--- src/rtl/fbr_pkg.sv ---
package fbr_pkg;
   localparam int unsigned SGL_W   = 32;
   localparam int unsigned BRF_W   = 16;
   localparam int unsigned EXPO_W  = 8;
endpackage

--- src/rtl/fbr_nan_detect.sv ---
module fbr_nan_detect #(
   parameter int unsigned W_IN  = 32,
   parameter int unsigned EXP_W = 8
) (
   input  logic [W_IN-1:0] word_i,
   output logic            is_nan_o
);
   localparam int unsigned MAG_W  = W_IN - 1;
   localparam int unsigned FRAC_W = MAG_W - EXP_W;
   localparam logic [MAG_W-1:0] INF_MAG = {{EXP_W{1'b1}}, {FRAC_W{1'b0}}};

   logic [MAG_W-1:0] mag;

   assign mag      = word_i[MAG_W-1:0];
   assign is_nan_o = (mag > INF_MAG);
endmodule

--- src/rtl/fbr_rne_round.sv ---
module fbr_rne_round #(
   parameter int unsigned W_IN  = 32,
   parameter int unsigned W_OUT = 16
) (
   input  logic [W_IN-1:0]  word_i,
   output logic [W_OUT-1:0] half_o
);
   localparam int unsigned DROP_W = W_IN - W_OUT;
   // The dropped low half plus the kept LSB must exceed this value to
   // carry into the kept half when the bias (half-scale minus one) is added.
   localparam logic [DROP_W:0] HALF_SCALE = {2'b01, {(DROP_W-1){1'b0}}};

   logic [W_OUT-1:0]  hi;
   logic [DROP_W-1:0] lo;
   logic              keep_lsb;
   logic [DROP_W:0]   lo_plus;
   logic              carry;

   assign hi       = word_i[W_IN-1:DROP_W];
   assign lo       = word_i[DROP_W-1:0];
   assign keep_lsb = word_i[DROP_W];
   assign lo_plus  = {1'b0, lo} + {{DROP_W{1'b0}}, keep_lsb};
   assign carry    = (lo_plus > HALF_SCALE);
   // Wraps at W_OUT bits: the carry out of the full sum is discarded.
   assign half_o   = hi + {{(W_OUT-1){1'b0}}, carry};
endmodule

--- src/rtl/fbr_widen.sv ---
module fbr_widen #(
   parameter int unsigned W_IN  = 32,
   parameter int unsigned W_OUT = 16
) (
   input  logic [W_OUT-1:0] half_i,
   output logic [W_IN-1:0]  word_o
);
   localparam int unsigned PAD_W = W_IN - W_OUT;

   generate
      if (PAD_W > 0) begin : g_pad
         assign word_o = {half_i, {PAD_W{1'b0}}};
      end else begin : g_nopad
         assign word_o = half_i;
      end
   endgenerate
endmodule

--- src/rtl/fbr_fp32_to_bf16.sv ---
module fbr_fp32_to_bf16 #(
   parameter int unsigned W_IN  = fbr_pkg::SGL_W,
   parameter int unsigned W_OUT = fbr_pkg::BRF_W,
   parameter int unsigned EXP_W = fbr_pkg::EXPO_W
) (
   input  logic             clk,
   input  logic             rst_n,
   input  logic             in_vld,
   input  logic [31:0]      in_word,
   output logic             out_vld,
   output logic [15:0]      out_half,
   input  logic [15:0]      wide_in,
   output logic [31:0]      wide_out
);
   localparam int unsigned DROP_W    = W_IN - W_OUT;
   localparam int unsigned QUIET_IDX = W_OUT - EXP_W - 2;
   localparam logic [W_OUT-1:0] QUIET_MASK = {{(W_OUT-1){1'b0}}, 1'b1} << QUIET_IDX;

   generate
      if (W_IN != 32 || W_OUT != 16) begin : g_bad_width
         $error("fbr_fp32_to_bf16: ports are fixed at 32 in and 16 out");
      end
      if (EXP_W + 2 > W_OUT) begin : g_bad_exp
         $error("fbr_fp32_to_bf16: exponent leaves no fraction in output");
      end
      if (DROP_W < 2) begin : g_bad_drop
         $error("fbr_fp32_to_bf16: need at least two dropped bits");
      end
   endgenerate

   logic             nan_hit;
   logic [W_OUT-1:0] rounded;
   logic [W_OUT-1:0] quieted;
   logic [W_OUT-1:0] next_half;

   fbr_nan_detect #(.W_IN(W_IN), .EXP_W(EXP_W)) nan_i (
      .word_i   (in_word),
      .is_nan_o (nan_hit)
   );

   fbr_rne_round #(.W_IN(W_IN), .W_OUT(W_OUT)) rnd_i (
      .word_i (in_word),
      .half_o (rounded)
   );

   fbr_widen #(.W_IN(W_IN), .W_OUT(W_OUT)) wid_i (
      .half_i (wide_in),
      .word_o (wide_out)
   );

   assign quieted   = in_word[W_IN-1:DROP_W] | QUIET_MASK;
   assign next_half = nan_hit ? quieted : rounded;

   always_ff @(posedge clk) begin
      if (!rst_n) begin
         out_vld  <= 1'b0;
         out_half <= '0;
      end else begin
         out_vld <= in_vld;
         if (in_vld) begin
            out_half <= next_half;
         end
      end
   end
endmodule

--- config.mk ---
export PLATFORM = sky130hd
export DESIGN_NAME = fbr_fp32_to_bf16
export DESIGN_NICKNAME = d
export VERILOG_FILES = /design/src/rtl/fbr_pkg.sv /design/src/rtl/fbr_nan_detect.sv /design/src/rtl/fbr_rne_round.sv /design/src/rtl/fbr_widen.sv /design/src/rtl/fbr_fp32_to_bf16.sv
export SDC_FILE = /design/constraint.sdc
export NUM_CORES = 1
export LEC_CHECK = 0
export BUFFER_PORTS_ARGS = -buffer_cell sky130_fd_sc_hd__buf_2
export CORE_ASPECT_RATIO = 1.75
export CORE_UTILIZATION = 40
export CTS_BUF_LIST = sky130_fd_sc_hd__clkbuf_4
export DETAILED_ROUTE_END_ITERATION = 7
export PLACE_DENSITY = 0.77
export SKIP_CTS_REPAIR_TIMING = 1
export SLEW_MARGIN = 25
export SYNTH_ARGS = -nofsm -noshare
export SYNTH_HDL_FRONTEND = slang
export SYNTH_SLANG_ARGS = --single-unit
--- constraint.sdc ---
create_clock -name clk -period 3.7 [get_ports clk]
set_clock_uncertainty 0.15 [all_clocks]
set_input_delay 0.37 -clock clk [delete_from_list [all_inputs] [get_ports clk]]
set_output_delay 0.37 -clock clk [all_outputs]
set_load 0.005 [all_outputs]
==> flow_summary.json <==
{
  "drv_cap": 0,
  "htree_levels": 1,
  "avgSynthCellArea_um2": 7.76,
  "synthTopCellsByArea": "dfxtp_1 22%, buf_4 16%, o21ai_0 5.6%",
  "final_common_cell": "buf_2",
  "antenna_found_initial": 0,
  "track_usage_pct": 18.8,
  "ys_seq_area_share_pct": 22.4,
  "final_cell_mix": "51 x buf_2, 17 x o21ai_0, 17 x dfxtp_1, 16 x conb_1, 10 x nand2_1",
  "path_common_cell": "ha_1",
  "crit_type": "in2reg",
  "grt_first_pass_wirelength_mm": 6.18,
  "drtPass1Iterations": 4,
  "yosysUniqueCellTypes": 43,
  "slew_viol_final": 0,
  "ir_drop_uv": 133,
  "cp_slowest_cell": "or3_2",
  "critPathRequiredTime_ns": 3.78,
  "timing.final.crit_period_ns": 3.10,
  "gp_congestion": 0.895,
  "io_buffers": 51,
  "synth-edff-count": 0,
  "start_util_pct": 41.9,
  "final_util_pct": 45.4,
  "hold_path_depth": 3,
  "grt_pass1_vias": 1495,
  "reg2regPathDepth": 2,
  "fp.dieW_um": 48.6,
  "drt_wl_total_mm": 3.65,
  "hold_viol": 0,
  "viasPerCell": 5.61,
  "cts_max_path_buffers": 2,
  "reg2reg_slack_ns": 2.85,
  "final.period_utilization_pct": 83.8,
  "hold_slack_ns": 0.184,
  "p_leak_nw": 0.764,
  "arrival_ns": 3.18,
  "rsz0062_at_grt": "false",
  "drcViolationCount": 0,
  "path_cells": "buf_2 > ha_1 > ha_1 > nand3_1 > nor4bb_1 > xor2_1 > nor4_1 > a31oi_1 > ha_1 > ha_1 > and4_1 > nand2_1 > or3_2 > a31oi_1",
  "crit_cells": 14,
  "wl_per_cell_um": 13.4,
  "chipHeight_um": 83.6,
  "ys.flop_type": "dfxtp_1",
  "hold_class": "in2reg",
  "layout.nets": 282,
  "num-fill-cells": 400,
  "initialDrtViolationCount": 18,
  "critical-path-top-delay-family": "simple AND/OR/NAND/NOR gates",
  "drive_gt1_share_pct": 26.5,
  "power-per-cell-area_nw_per_um2": 248,
  "core_um2": 3630,
  "end_kind": "register",
  "insertion_delay_ns": 0.30,
  "max_stage_delay_ns": 0.42,
  "finalSetupTns_ns": 0,
  "cts_root_buf": "clkbuf_4",
  "grt-ovfl-total": 0,
  "cp_max_fo": 5,
  "path_buf_inv": 1,
  "path_clk_slew_ns": 0.11,
  "cts_tree": "done",
  "dpl-instance-area_um2": 1620,
  "fin_area_um2": 1650,
  "ys.warnings.count": 0,
  "finalSetupViolCount": 0,
  "antenna-diode-count": 0,
  "synth-seq-cells": 17,
  "fmax_mhz": 323,
  "cp-start-kind": "primary input",
  "async_flop_share_pct": 0,
  "placementRows": 29,
  "num_vias": 1526,
  "dp_hpwl_mm": 2.99,
  "synth_top_area_cell": "dfxtp_1",
  "syn_area_um2": 1520,
  "synth_top_area_share_pct": 22.4,
  "cts-buffers-inserted": 3,
  "syn_inst": 196,
  "cts_num_sinks": 17,
  "grt_max_degree": 30,
  "ant_nets": 0,
  "syn_to_final_growth_pct": 8.22,
  "io_pins": 100,
  "status": "finished, final reports clean",
  "die_area_um2": 4060
}
tightest hold or removal path, cell delays in order:
cell and delay (ns):
buf_2 0.07, mux2i_1 0.05, nor2b_1 0.09
through the flow:
| stage | cells | worst slack, ns | power, mW |
|---|---|---|---|
| after floorplan | 211 | 0.746 | 0.281 |
| after global placement | 268 | 0.468 | 0.310 |
| after detailed placement | 268 | 0.299 | 0.311 |
| after CTS | 272 | 0.618 | 0.410 |
| after global routing | 272 | 0.397 | 0.434 |
| final | 272 | 0.600 | 0.409 |
sequential cells by signal, indices dropped and copies added (netlist names):
| register | cells |
|---|---|
| out_half | 16 |
| out_vld | 1 |
final timing paths:
kind,end,from
hold / removal,out_half[15],in_word[31]
setup / recovery,out_half[10],in_word[16]
hold reg to reg,out_half[9],out_half[9]
setup reg to reg,out_half[7],out_half[7]
power breakdown:
group,total [mW],switching (mW),internal (mW)
clock network,0.102,0.0617,0.0403
logic,0.107,0.0620,0.0447
registers,0.200,0.00470,0.195
cell type report:
class                           count  area (um2)  share of cell area [%]
Clock buffer                        3        22.5                    1.37
Clock inverter                      1        5.00                   0.304
Inverter                            3        11.3                   0.684
Multi-Input combinational cell    151         955                    58.0
Sequential cell                    17         340                    20.7
Tap cell                           46        57.6                    3.50
Timing Repair Buffer               51         255                    15.5
Yosys cell counts, drive strengths merged (2+ instances only):
| cell | n |
|---|---|
| mux2i | 5 |
| a311oi | 2 |
| inv | 3 |
| nor4 | 6 |
| ha | 4 |
| nor4bb | 2 |
| a21boi | 2 |
| a31oi | 8 |
| xor2 | 3 |
| and3 | 8 |
| nand3 | 9 |
| a21oi | 8 |
| nor3 | 5 |
| o21ai | 17 |
| dfxtp | 17 |
| o31ai | 2 |
| a211oi | 2 |
| nor2b | 2 |
| a21o | 5 |
| nor2 | 5 |
| a22oi | 2 |
| and2 | 4 |
| nand2 | 10 |
| or3 | 2 |
| nand4 | 6 |
| clkbuf | 7 |
| o21a | 2 |
| buf | 33 |
| and4 | 7 |
logic make-up (layout without fill, tap and decap cells):
| logic type | after synthesis | count (layout) | share of synthesized area [%] |
|---|---|---|---|
| flops | 17 | 17 | 22.4 |
| buf+inv | 43 | 58 | 18.6 |
| other cells | 1 | 16 | 0.246 |
| simple gates | 69 | 69 | 27.7 |
| xor+xnor | 4 | 4 | 2.30 |
| mux | 5 | 5 | 3.29 |
| fa+ha+maj | 4 | 4 | 3.29 |
| compound gates | 53 | 53 | 22.2 |
layer usage:
metal | global-route usage (%) | routed length, um | up-vias
met5 | 0 | 0 | -
met2 | 37.4 | 2000 | 65
met3 | 1.46 | 195 | 17
met4 | 12.8 | 183 | 0
li1 | - | - | 751
met1 | 17.1 | 1270 | 693
(Power assumes the default switching activity.)
